==> src/rtl/intr_ctrl_pkg.sv <==
package intr_ctrl_pkg;
  localparam int DATA_W = 32;

  // Word select taken from byte address bits [4:2]
  typedef enum logic [2:0] {
    SEL_STATUS = 3'd0,
    SEL_PEND   = 3'd1,
    SEL_ENABLE = 3'd2,
    SEL_ACK    = 3'd3,
    SEL_SETEN  = 3'd4,
    SEL_CLREN  = 3'd5,
    SEL_VECTOR = 3'd6,
    SEL_MASTER = 3'd7
  } reg_sel_e;
endpackage

==> src/rtl/intr_capture.sv <==
module intr_capture #(
  parameter int          NUM_SRC   = 8,
  parameter logic [31:0] EDGE_KIND = 32'h0
) (
  input  logic               clk,
  input  logic               rst_n,
  input  logic [NUM_SRC-1:0] src_in,
  input  logic               ack_we,
  input  logic [NUM_SRC-1:0] ack_mask,
  output logic [NUM_SRC-1:0] status_o
);
  logic [NUM_SRC-1:0] status_q, status_d;
  logic [NUM_SRC-1:0] hit;

  for (genvar i = 0; i < NUM_SRC; i++) begin : g_src
    if (EDGE_KIND[i]) begin : g_edge
      logic prev_q;
      always_ff @(posedge clk or negedge rst_n) begin
        if (!rst_n) prev_q <= 1'b0;
        else        prev_q <= src_in[i];
      end
      assign hit[i] = src_in[i] & ~prev_q;

      assert_edge_latch_R2: assert property (@(posedge clk) disable iff (!rst_n)
        (src_in[i] && !prev_q && !(ack_we && ack_mask[i])) |=> status_q[i]);
    end else begin : g_level
      assign hit[i] = src_in[i];

      assert_level_latch_R3: assert property (@(posedge clk) disable iff (!rst_n)
        (src_in[i] && !(ack_we && ack_mask[i])) |=> status_q[i]);
    end

    assert_ack_clears_R4: assert property (@(posedge clk) disable iff (!rst_n)
      (ack_we && ack_mask[i]) |=> !status_q[i]);
  end

  // Capture first, then the acknowledge clear takes priority
  always_comb begin
    status_d = status_q | hit;
    if (ack_we) status_d = status_d & ~ack_mask;
  end

  always_ff @(posedge clk or negedge rst_n) begin
    if (!rst_n) status_q <= '0;
    else        status_q <= status_d;
  end

  assign status_o = status_q;
endmodule

==> src/rtl/intr_enable.sv <==
module intr_enable #(
  parameter int NUM_SRC = 8
) (
  input  logic               clk,
  input  logic               rst_n,
  input  logic               load_we,
  input  logic               set_we,
  input  logic               clr_we,
  input  logic [NUM_SRC-1:0] wdata,
  output logic [NUM_SRC-1:0] en_o
);
  logic [NUM_SRC-1:0] en_q, en_d;
  logic               en_ce;

  assign en_ce = load_we | set_we | clr_we;

  always_comb begin
    en_d = en_q;
    if (load_we)     en_d = wdata;
    else if (set_we) en_d = en_q | wdata;
    else if (clr_we) en_d = en_q & ~wdata;
  end

  always_ff @(posedge clk or negedge rst_n) begin
    if (!rst_n)     en_q <= '0;
    else if (en_ce) en_q <= en_d;
  end

  assign en_o = en_q;

  for (genvar i = 0; i < NUM_SRC; i++) begin : g_chk
    assert_set_en_R6: assert property (@(posedge clk) disable iff (!rst_n)
      (set_we && wdata[i]) |=> en_q[i]);
    assert_clr_en_R7: assert property (@(posedge clk) disable iff (!rst_n)
      (clr_we && wdata[i]) |=> !en_q[i]);
    assert_set_keep_R6: assert property (@(posedge clk) disable iff (!rst_n)
      (set_we && !wdata[i] && en_q[i]) |=> en_q[i]);
  end
endmodule

==> src/rtl/intr_prio.sv <==
module intr_prio #(
  parameter int NUM_SRC = 8,
  parameter int IDX_W   = 3
) (
  input  logic [NUM_SRC-1:0] pend,
  output logic               found,
  output logic [IDX_W-1:0]   idx
);
  // Scan from the top down so the lowest set index is the last one kept
  always_comb begin
    idx = '0;
    for (int i = NUM_SRC - 1; i >= 0; i--) begin
      if (pend[i]) idx = IDX_W'(i);
    end
  end

  assign found = |pend;
endmodule

==> src/rtl/intr_ctrl.sv <==
module intr_ctrl
  import intr_ctrl_pkg::*;
#(
  parameter int          NUM_SRC   = 8,
  parameter logic [31:0] EDGE_KIND = 32'h0000_00F0
) (
  input  logic               clk,
  input  logic               rst_n,
  input  logic [NUM_SRC-1:0] src_in,
  input  logic [4:0]         bus_addr,
  input  logic               bus_we,
  input  logic [31:0]        bus_wdata,
  output logic [31:0]        bus_rdata,
  output logic               irq_req
);
  localparam int IDX_W = (NUM_SRC > 1) ? $clog2(NUM_SRC) : 1;

  reg_sel_e           sel;
  logic               ack_we, load_we, set_we, clr_we, mer_we;
  logic [NUM_SRC-1:0] wbits;
  logic [NUM_SRC-1:0] status, enable, pend;
  logic               found;
  logic [IDX_W-1:0]   idx;
  logic [1:0]         mer_q, mer_d;
  logic [DATA_W-1:0]  status_w, enable_w, pend_w, vector_w;

  assign sel     = reg_sel_e'(bus_addr[4:2]);
  assign wbits   = bus_wdata[NUM_SRC-1:0];
  assign ack_we  = bus_we && (sel == SEL_ACK);
  assign load_we = bus_we && (sel == SEL_ENABLE);
  assign set_we  = bus_we && (sel == SEL_SETEN);
  assign clr_we  = bus_we && (sel == SEL_CLREN);
  assign mer_we  = bus_we && (sel == SEL_MASTER);

  intr_capture #(.NUM_SRC(NUM_SRC), .EDGE_KIND(EDGE_KIND)) u_capture (
    .clk      (clk),
    .rst_n    (rst_n),
    .src_in   (src_in),
    .ack_we   (ack_we),
    .ack_mask (wbits),
    .status_o (status)
  );

  intr_enable #(.NUM_SRC(NUM_SRC)) u_enable (
    .clk     (clk),
    .rst_n   (rst_n),
    .load_we (load_we),
    .set_we  (set_we),
    .clr_we  (clr_we),
    .wdata   (wbits),
    .en_o    (enable)
  );

  assign pend = status & enable;

  intr_prio #(.NUM_SRC(NUM_SRC), .IDX_W(IDX_W)) u_prio (
    .pend  (pend),
    .found (found),
    .idx   (idx)
  );

  // Master control: bit 0 global enable, bit 1 hardware request enable
  always_comb begin
    mer_d = mer_q;
    if (mer_we) mer_d = bus_wdata[1:0];
  end

  always_ff @(posedge clk or negedge rst_n) begin
    if (!rst_n) mer_q <= 2'b00;
    else        mer_q <= mer_d;
  end

  assign irq_req = mer_q[0] & mer_q[1] & found;

  always_comb begin
    status_w = '0;
    enable_w = '0;
    pend_w   = '0;
    vector_w = '1;
    status_w[NUM_SRC-1:0] = status;
    enable_w[NUM_SRC-1:0] = enable;
    pend_w[NUM_SRC-1:0]   = pend;
    if (found) begin
      vector_w = '0;
      vector_w[IDX_W-1:0] = idx;
    end
  end

  always_comb begin
    unique case (sel)
      SEL_STATUS: bus_rdata = status_w;
      SEL_PEND:   bus_rdata = pend_w;
      SEL_ENABLE: bus_rdata = enable_w;
      SEL_VECTOR: bus_rdata = vector_w;
      SEL_MASTER: bus_rdata = {30'd0, mer_q};
      default:    bus_rdata = '0;
    endcase
  end

  assert_irq_needs_pend_R10: assert property (@(posedge clk) disable iff (!rst_n)
    irq_req |-> (status != '0) && (enable != '0));
  assert_mer_load_R10: assert property (@(posedge clk) disable iff (!rst_n)
    mer_we |=> (mer_q == $past(bus_wdata[1:0])));
  assert_vec_hit_R9: assert property (@(posedge clk) disable iff (!rst_n)
    found |-> (status[idx] && enable[idx]));
  assert_ro_status_R11: assert property (@(posedge clk) disable iff (!rst_n)
    (bus_we && sel == SEL_VECTOR) |=> $stable(enable) && $stable(mer_q));
endmodule

==> config.mk <==
export PLATFORM = sky130hd
export DESIGN_NAME = intr_ctrl
export DESIGN_NICKNAME = d
export VERILOG_FILES = /design/src/rtl/intr_ctrl_pkg.sv /design/src/rtl/intr_capture.sv /design/src/rtl/intr_enable.sv /design/src/rtl/intr_prio.sv /design/src/rtl/intr_ctrl.sv
export SDC_FILE = /design/constraint.sdc
export NUM_CORES = 1
export LEC_CHECK = 0
export BUFFER_PORTS_ARGS = -buffer_cell sky130_fd_sc_hd__buf_2
export CAP_MARGIN = 20
export CORE_ASPECT_RATIO = 0.75
export CORE_UTILIZATION = 25
export CTS_BUF_LIST = sky130_fd_sc_hd__clkbuf_16
export CTS_CLUSTER_SIZE = 8
export DETAILED_ROUTE_END_ITERATION = 7
export GPL_TIMING_DRIVEN = 0
export MAX_ROUTING_LAYER = met4
export PLACE_DENSITY = 0.53
export SLEW_MARGIN = 10
export SYNTH_ARGS = -nofsm -noshare
export SYNTH_HDL_FRONTEND = slang
export SYNTH_SLANG_ARGS = --single-unit
==> constraint.sdc <==
create_clock -name clk -period 3.5 [get_ports clk]
set_input_delay 0.35 -clock clk [delete_from_list [all_inputs] [get_ports clk]]
set_output_delay 0.35 -clock clk [all_outputs]
set_load 0.01 [all_outputs]
Word level (Yosys, flattened, before mapping)
Cells that the tools add are included.
- bits in registers: 22
- bits in latches: 0
- bits in writable memories: 0
- ROM bits: 0
- input port bits: 48
- output and inout bits: 33
- word-level logic and storage cells: 55
- memories: 0
- add/subtract/negate cells: 0
- multiply operators: 0
- divide/modulo/power cells: 0
- $lt $le $gt $ge: 0
- equal/unequal tests: 7
- shift-type cells: 0
- muxes and demuxes: 14
- bitwise logic cells: 18
- reductions and logical operators: 9
- operators by type and width (cell ; number):
    $pmux 32 s5 ; 1
    $mux 32 ; 1
    $mux 8 ; 4
    $and 8x8->8 ; 3
    $mux 3 ; 8
    $or 8x8->8 ; 2
    $eq 3x3->1 const B ; 4
    $not 8->8 ; 1
    $reduce_or 8->1 ; 1
    $and 1x1->1 ; 6
    $eq 3x2->1 const B ; 2
    $logic_and 1x1->1 ; 5
    $not 1->1 ; 4
    $eq 3x1->1 const B ; 1
    $logic_not 3->1 ; 1
    $reduce_bool 3->1 ; 1
    $or 1x1->1 ; 2
    $reduce_and 2->1 ; 1

Depth between registers and ports, before layout
Gate-level depths: netlist of run 1.
- depth in word-level cells: 11
- gate-level depth with buffers: 8
- gate-level depth less buffers: 5

Modules after synthesis
A second synthesis of run 1 with hierarchy kept.
- cells, all modules: 155
- area total of the unflattened synthesis: 1550.2 um^2
- modules (own cells, without submodules) (module ; instances ; cells each ; area an instance (um^2) ; seq. area each (um^2)):
    intr_ctrl ; 1 ; 85 ; 648.1 ; 50.0
    intr_capture ; 1 ; 29 ; 484.2 ; 300.3
    intr_enable ; 1 ; 28 ; 336.6 ; 200.2
    intr_prio ; 1 ; 13 ; 81.3 ; 0.0

Worst setup path after synthesis of run 1
OpenSTA, ideal clock, no wires.
- path kind: flip-flop to output port
- start point: register with a tool-made name
- end point: output port bus_rdata[10]
- arrival: 1712 ps
- data required time: 3150 ps
- path slack: 1438 ps
- cell stages (with the launch flop): 7
- path buffers: 1
- cell sequence: dfrtp_1 > nand2_1 > nand3_2 > nor4b_4 > nand2b_4 > inv_1 > buf_4
- RTL lines (what ; line ; text):
    end, declared ; intr_ctrl.sv:13 ; output logic [31:0] bus_rdata,

==> results.toml, run 1 <==
[timing]
tightest_slew_ps = 636.4
finalCritPeriodShare_pct = 76.18
setup_viol_count_final = 0
relSlewSlack_pct = 57.53
timing.fmax_mhz = 375.1
rsz0062_at_grt = "false"
hold_violations = 0
finClkSkew_ps = 0.1627
slew_viol_final = 0
tns_ps = 0
min_period_ps = 2666

[pwr]
peakVddDrop_mv = 0.1330
power_density_mw_per_mm2 = 367.0
leakage_uw = 0.001003

[drt]
drt_iter0_drc = 95
routedWlPerCell_um = 13.06
vias_per_cell = 4.574
drt_first_pass_iters = 5
routed_wl_um = 4049
num_vias = 1418
ant_nets = 0
drc = 0

[worst_setup_path]
start_kind = "register"
crit_family = "buffers and inverters"
crit_slowest_cell = "inv_1"
worst-r2r-cell-count = 3
cp.required_ps = 3150
slowest_delay_ps = 500
crit_type = "register to primary output"
r2r_slack_ps = 2400
cp.arrival_ps = 2320
end_kind = "primary output"
cp_cell_sequence = "nand2_1 -> nand3_2 -> nor4b_4 -> nand2b_4 -> inv_1 -> buf_4 -> buf_2"
critPathBufInv = 3
crit_fanout = 24

[clocking]
cts_buffers = 3
clkTransAtPathRegs_ps = 60
clk_latency_ps = 250
hold_buffers = 0
cts_buffer_depth = 2
cts_root_buf = "clkbuf_16"
cts_setup_buffers = 0
h-tree-depth = 1
cts.sinks = 22
cts_tree = "yes"
cts_resized = 0

[synth]
syn_nets = 226
synthTopCellsByCount = "a21oi_1, buf_4, dfrtp_1, inv_1, nand2_1"
netlist-cell-type-count = 38
yosysWarnings = 0
synthCells = 178
synth_top_area_share_pct = 36.21
synthesis.area_mm2 = 0.001520
synth.area.top_cells = "dfrtp_1, buf_4, a21oi_1"
yosysMostFrequentCell = "a21oi_1"
syn_avg_cell_area_um2 = 8.540
ys_async_sr_fraction_pct = 100.0
seq_area_frac_synth_pct = 36.21
yosys.area.top_type = "dfrtp_1"
synth_edf_count = 0
ys_ff_latch = 22
synth_ff_type = "dfrtp_1"

[placement]
port_buffers = 51
place_hpwl_um = 3034
routabilityCongestion = 0.8261

[floorplanning]
dieWidth_um = 92.05
fp.dieH_um = 69.53
io-pin-count = 81
die_area_mm2 = 0.006400
rows = 24
design.core.area_mm2 = 0.005826
start_util_pct = 26.10

[grt]
gr-usage-all-layers_pct = 13.24
grt_pass1_vias = 1215
antenna_found_initial = 0
grt_pass1_wl_um = 6313
grt-ovfl-total = 0
grt_max_degree = 25

[job]
maxCapViolCount = 0

[layout]
syn2layout_area_growth_pct = 28.15
diodes = 0
nNetsFinal = 282
final_util_pct = 33.44
drive_above_1_share_pct = 40.52
fill_cells = 638

[run_status]
status = "complete, no violations"

[worst_hold_path]
hold_path.class = "primary input to asynchronous set/reset pin"
## power breakdown
| group | total [µW] | switching, µW | internal [µW] |
|---|---|---|---|
| combinational | 185 | 100 | 85.3 |
| sequential | 289 | 16.6 | 272 |
| clock | 241 | 89.9 | 151 |
## worst max path at each step
stage	endpoint	slack, ps	from	depth (start not counted)
after CTS	bus_rdata[12]	810	register	7
final	bus_rdata[12]	830	register	7
after global placement	bus_rdata[26]	1130	register	7
after global routing	bus_rdata[27]	660	register	7
after detailed placement	bus_rdata[12]	1100	register	7
after floorplan	bus_rdata[10]	1440	register	6
## through the flow
step / hold slack, ps / total power, µW / setup slack [ps] / std cells / area, µm²
2_1_floorplan: 54.41 / 413.0 / 1438 / 178 / 1520
3_3_place_gp: 357.4 / 478.4 / 1127 / 307 / 1873
3_5_place_dp: 357.9 / 480.7 / 1099 / 307 / 1873
4_1_cts: 85.86 / 723.8 / 810.8 / 310 / 1948
5_1_grt: 101.6 / 752.9 / 663.6 / 310 / 1948
6_report: 59.51 / 714.9 / 833.8 / 310 / 1948
## cells by family (layout without fill, tap and decap cells)
family	Yosys count	after routing	synth area share, %
compound gates	68	68	27.98
xor+xnor	1	1	1.070
buf+inv	46	100	19.26
flops	22	22	36.21
simple gates	41	41	15.47
## cells in the final DEF (no fill, tap or decap), types with 2 or more instances in the layout
cell,n
dfrtp_1,22
inv_1,14
a211oi_1,7
nor2_1,6
nand3_1,6
buf_2,54
clkbuf_16,3
o21ai_2,2
a32oi_1,6
a21oi_1,28
buf_4,25
o21ai_0,10
buf_6,2
nand2_1,14
o21ai_1,5
nand2b_1,5
## per-layer routing
layer / global-route usage (%) / up-vias / wire length [µm]
met5: - / - / 0
met1: 19.30 / 629 / 2003
met4: 2.604 / 0 / 32
li1: - / 724 / -
met2: 17.91 / 61 / 1680
met3: 4.057 / 4 / 332
## worst reg2reg max path, stage by stage (launching register included)
cell	delay [ps]
dfrtp_1	380
inv_1	80
a41o_1	210
a222oi_1	330
## final cells by class
class | instances | area (µm²) | area share [%]
Inverter | 15 | 63.81 | 3.276
Clock buffer | 3 | 75.07 | 3.854
Tap cell | 78 | 97.59 | 5.010
Multi-Input combinational cell | 110 | 676.9 | 34.75
Timing Repair Buffer | 51 | 255.2 | 13.10
Buffer | 31 | 229.0 | 11.75
Sequential cell | 22 | 550.5 | 28.26
Power figures use the tool's default switching activity.
==> inputs of run 2 (changes only) <==
==> constraint.sdc (replaced) <==
create_clock -name clk -period 2.5 [get_ports clk]
set_input_delay 0.25 -clock clk [delete_from_list [all_inputs] [get_ports clk]]
set_output_delay 0.25 -clock clk [all_outputs]
set_load 0.01 [all_outputs]
==> results.toml, run 2 (synthesis results as in run 1) <==
[run_status]
status = "complete, no violations"

[worst_setup_path]
slowest_delay_ps = 430
start_kind = "register"
r2r_slack_ps = 1400
cp.required_ps = 2250
crit_fanout = 24
cp_cell_sequence = "nand2_1 -> nand3_2 -> nor4b_4 -> nand2b_4 -> clkinvlp_4 -> buf_4 -> buf_2"
worst-r2r-cell-count = 3
crit_type = "register to primary output"
endpoint = "bus_rdata[12]"
end_kind = "primary output"
crit_slowest_cell = "dfrtp_1"
cp.arrival_ps = 2080

[grt]
grt_max_degree = 25
gr-usage-all-layers_pct = 13.24
grt_pass1_wl_um = 6313
grt-ovfl-total = 0
antenna_found_initial = 0
grt_pass1_vias = 1215

[timing]
timing.fmax_mhz = 428.3
setup_viol_count_final = 0
hold_violations = 0
rsz0062_at_grt = "false"
relSlewSlack_pct = 66.15
finalCritPeriodShare_pct = 93.39
tns_ps = 0
finClkSkew_ps = 0.1522
tightest_slew_ps = 507.8
min_period_ps = 2335
slew_viol_final = 0

[drt]
drc = 0
routedWlPerCell_um = 13.07
vias_per_cell = 4.553
routed_wl_um = 4065
drt_iter0_drc = 85
drt_first_pass_iters = 5
ant_nets = 0
num_vias = 1416

[clocking]
clk_latency_ps = 250
cts_buffers = 3
cts_setup_buffers = 0
h-tree-depth = 1
cts.sinks = 22
cts_root_buf = "clkbuf_16"
cts_tree = "yes"
cts_buffer_depth = 2
clkTransAtPathRegs_ps = 60

[job]
maxCapViolCount = 0

[placement]
dp.cells = 307
place_hpwl_um = 3034
port_buffers = 51
routabilityCongestion = 0.8261
place_area_mm2 = 0.001873

[floorplanning]
io-pin-count = 81
die_area_mm2 = 0.006400
start_util_pct = 26.10
design.core.area_mm2 = 0.005826
rows = 24
dieWidth_um = 92.05
fp.dieH_um = 69.53

[layout]
final_cell_count_no_fill = 311
syn2layout_area_growth_pct = 29.05
final_cell_mix = "buf_2, a21oi_1, buf_4"
postLayoutCellArea_mm2 = 0.001962
nNetsFinal = 283
drive_above_1_share_pct = 40.77
final_common_cell = "buf_2"
diodes = 0

[pwr]
peakVddDrop_mv = 0.1862
power_density_mw_per_mm2 = 510.9
leakage_uw = 0.0009977

[worst_hold_path]
hold_path.class = "primary input to register"
## run 2: changes by cell type in the layout (fill, tap and decap cells not counted), sizes merged
cell | before | now
dlygate4sd3 | 0 | 1
inv | 15 | 14
clkinvlp | 0 | 1
## run 2: how the worst min path moves through the flow
| stage | startpoint | to | slack [ps] | depth (start not counted) |
|---|---|---|---|---|
| finish | src_in[4] | u_capture.g_src[4].g_edge.prev_q | 110 | 1 |
| global route | src_in[4] | u_capture.g_src[4].g_edge.prev_q | 110 | 1 |
| CTS | src_in[4] | u_capture.g_src[4].g_edge.prev_q | 110 | 1 |
| detailed placement | rst_n | u_capture.status_o[5] | 260 | 1 |
| global placement | rst_n | u_capture.g_src[5].g_edge.prev_q | 260 | 1 |
| floorplan | rst_n | asynchronous set/reset pin | -50 | 0 |
## run 2: per-layer routing
layer	up-vias	global-route usage [%]	wire length (µm)
li1	727	-	-
met1	629	19.37	2007
met2	56	17.91	1700
met3	4	3.947	325
met4	0	2.604	32
met5	-	-	0
## run 2: cell type report
cell class	count	area, µm²
Inverter	15	67.56
Sequential cell	22	550.5
Multi-Input combinational cell	110	676.9
Buffer	31	229.0
Tap cell	78	97.59
Timing Repair Buffer	52	265.3
Fill cell	637	3864
Clock buffer	3	75.07
## run 2: critical path, delay by kind of cell, from the launching register on
family / cells / cell delay (ps)
buffers and inverters: 3 / 580
DFF: 1 / 430
and+or+nand+nor: 4 / 810
## run 2: repair_timing
item	4_1_cts	5_1_grt
setup endpoints to repair	24	0
resized for setup	1	0
endpoints found under the hold margin	22	0
hold buffers	1	0
## run 2: stage by stage
| stage | hold slack (ps) | setup WS, ps | total power (µW) | util, % |
|---|---|---|---|---|
| finish | 114.7 | 165.2 | 1002 | 33.68 |
| global route | 106.9 | 34.67 | 1056 | 33.68 |
| CTS | 111.9 | 151.8 | 1015 | 33.68 |
| detailed placement | 257.9 | 199.0 | 673.0 | 32.15 |
| global placement | 257.4 | 226.9 | 669.8 | 32.15 |
| floorplan | -45.59 | 538.3 | 578.3 | - |
## run 2: power breakdown
| part | total (µW) | switching (µW) | internal [µW] |
|---|---|---|---|
| registers | 404 | 23.3 | 381 |
| clock network | 337 | 126 | 211 |
| logic | 261 | 141 | 120 |
| total | 1000 | 290 | 712 |
==> inputs of run 3 (changes only) <==
--- a/config.mk
+++ b/config.mk
@@ -7,6 +7,8 @@
 export LEC_CHECK = 0
 export BUFFER_PORTS_ARGS = -buffer_cell sky130_fd_sc_hd__buf_2
 export CAP_MARGIN = 20
+export CELL_PAD_IN_SITES_DETAIL_PLACEMENT = 0
+export CELL_PAD_IN_SITES_GLOBAL_PLACEMENT = 1
 export CORE_ASPECT_RATIO = 0.75
 export CORE_UTILIZATION = 25
 export CTS_BUF_LIST = sky130_fd_sc_hd__clkbuf_16
@@ -14,7 +16,7 @@
 export DETAILED_ROUTE_END_ITERATION = 7
 export GPL_TIMING_DRIVEN = 0
 export MAX_ROUTING_LAYER = met4
-export PLACE_DENSITY = 0.53
+export PLACE_DENSITY = 0.69
 export SLEW_MARGIN = 10
 export SYNTH_ARGS = -nofsm -noshare
 export SYNTH_HDL_FRONTEND = slang
==> results.toml, run 3 (synthesis results as in run 1) <==
[layout]
syn2layout_area_growth_pct = 29.30
final_cell_mix = "buf_2, a21oi_1, buf_4"
layout.area.seq_um2 = 550.5
postLayoutCellArea_mm2 = 0.001966
final_common_cell = "buf_2"
fill_cells = 650
nNetsFinal = 283
final_util_pct = 33.74
diodes = 0
multiInputGateArea_um2 = 676.9
drive_above_1_share_pct = 40.60

[placement]
place_area_mm2 = 0.001873
dp_slack_ps = 219.3
place_hpwl_um = 3043
routabilityCongestion = 0.7536
port_buffers = 51

[worst_setup_path]
r2r_slack_ps = 1390
cp.arrival_ps = 2080
worst-r2r-cell-count = 3
crit_fanout = 24
endpoint = "bus_rdata[27]"
end_kind = "primary output"
start_kind = "register"
crit_type = "register to primary output"
cp.required_ps = 2250

[grt]
grt_max_degree = 25
grt_pass1_wl_um = 6727
gr-usage-all-layers_pct = 13.91
grt_pass1_vias = 1283
grt-ovfl-total = 0
antenna_found_initial = 0

[clocking]
clk_latency_ps = 250
h-tree-depth = 1
cts_buffers = 3
cts_setup_buffers = 0
clkTransAtPathRegs_ps = 60
cts.sinks = 22
cts_buffer_depth = 2
cts_root_buf = "clkbuf_16"
cts_tree = "yes"

[drt]
routedWlPerCell_um = 13.28
routed_wl_um = 4142
vias_per_cell = 4.497
ant_nets = 0
num_vias = 1403
drt_iter0_drc = 60
drt_first_pass_iters = 4
drc = 0

[floorplanning]
dieWidth_um = 92.05
design.core.area_mm2 = 0.005826
io-pin-count = 81
start_util_pct = 26.10
fp.dieH_um = 69.53
rows = 24
die_area_mm2 = 0.006400

[timing]
slew_viol_final = 0
rsz0062_at_grt = "false"
setup_viol_count_final = 0
min_period_ps = 2334
finalCritPeriodShare_pct = 93.36
worst_slack_ps = 165.9
relSlewSlack_pct = 66.10
hold_violations = 0
finClkSkew_ps = 0.1372
tightest_slew_ps = 508.5
tns_ps = 0
timing.fmax_mhz = 428.4

[pwr]
power_density_mw_per_mm2 = 514.5
finalPower_uw = 1011
peakVddDrop_mv = 0.1907
leakage_uw = 0.0009992

[worst_hold_path]
hold_path.class = "primary input to register"

[run_status]
status = "complete, no violations"

[job]
maxCapViolCount = 0
==> run 3: cell count changes in the layout (fill, tap and decap cells not counted), sizes merged <==
cell / change
clkinv: +1
==> run 3: cell type report <==
class	instances	area share [%]
clock inverters	1	0.1910
flip-flops and latches	22	28.01
multi-input cells	110	34.44
inverters	15	3.437
plain buffers	31	11.65
repair buffers	52	13.49
well taps	78	4.965
clock buffers	3	3.819
==> run 3: what timing repair did <==
item                       4_1_cts  5_1_grt
hold endpoints to repair        22        0
hold buffers                     1        0
setup endpoints to repair       23        0
resized for setup                1        0
==> run 3: per-stage QoR <==
stage	std cells	hold WS, ps
detailed placement	307	263.1
CTS	312	107.1
finish	312	112.0
global placement	307	261.5
floorplan	178	-45.59
global route	312	102.5
==> run 3: power by group <==
group,internal [µW],leakage (µW),switching [µW]
clock,214,0.0000385,133
combinational,120,0.000706,140
sequential,381,0.000255,23.4
total,715,0.000999,297
==> run 3: routing by layer <==
layer / vias to the layer above / GRT usage [%] / share of wire [%]
met5: - / - / 0
met4: 0 / 2.604 / 0.41
met3: 2 / 3.289 / 8.0
met2: 51 / 19.73 / 41
met1: 627 / 20.19 / 51
li1: 723 / - / -
==> run 3: how the worst min path moves through the flow <==
stage	startpoint	to	depth (start not counted)
floorplan	rst_n	asynchronous set/reset pin	0
global placement	rst_n	u_capture.g_src[5].g_edge.prev_q	1
detailed placement	rst_n	u_capture.status_o[5]	1
CTS	src_in[6]	u_capture.g_src[6].g_edge.prev_q	1
global route	src_in[6]	u_capture.g_src[6].g_edge.prev_q	1
finish	src_in[6]	u_capture.g_src[6].g_edge.prev_q	1
==> run 3: worst max-delay path, cell delays in order (launching register included) <==
cell	delay, ps
dfrtp_1	430
nand2_1	150
nand3_2	120
nor4b_4	380
nand2b_4	160
clkinvlp_4	310
buf_4	160
buf_2	120
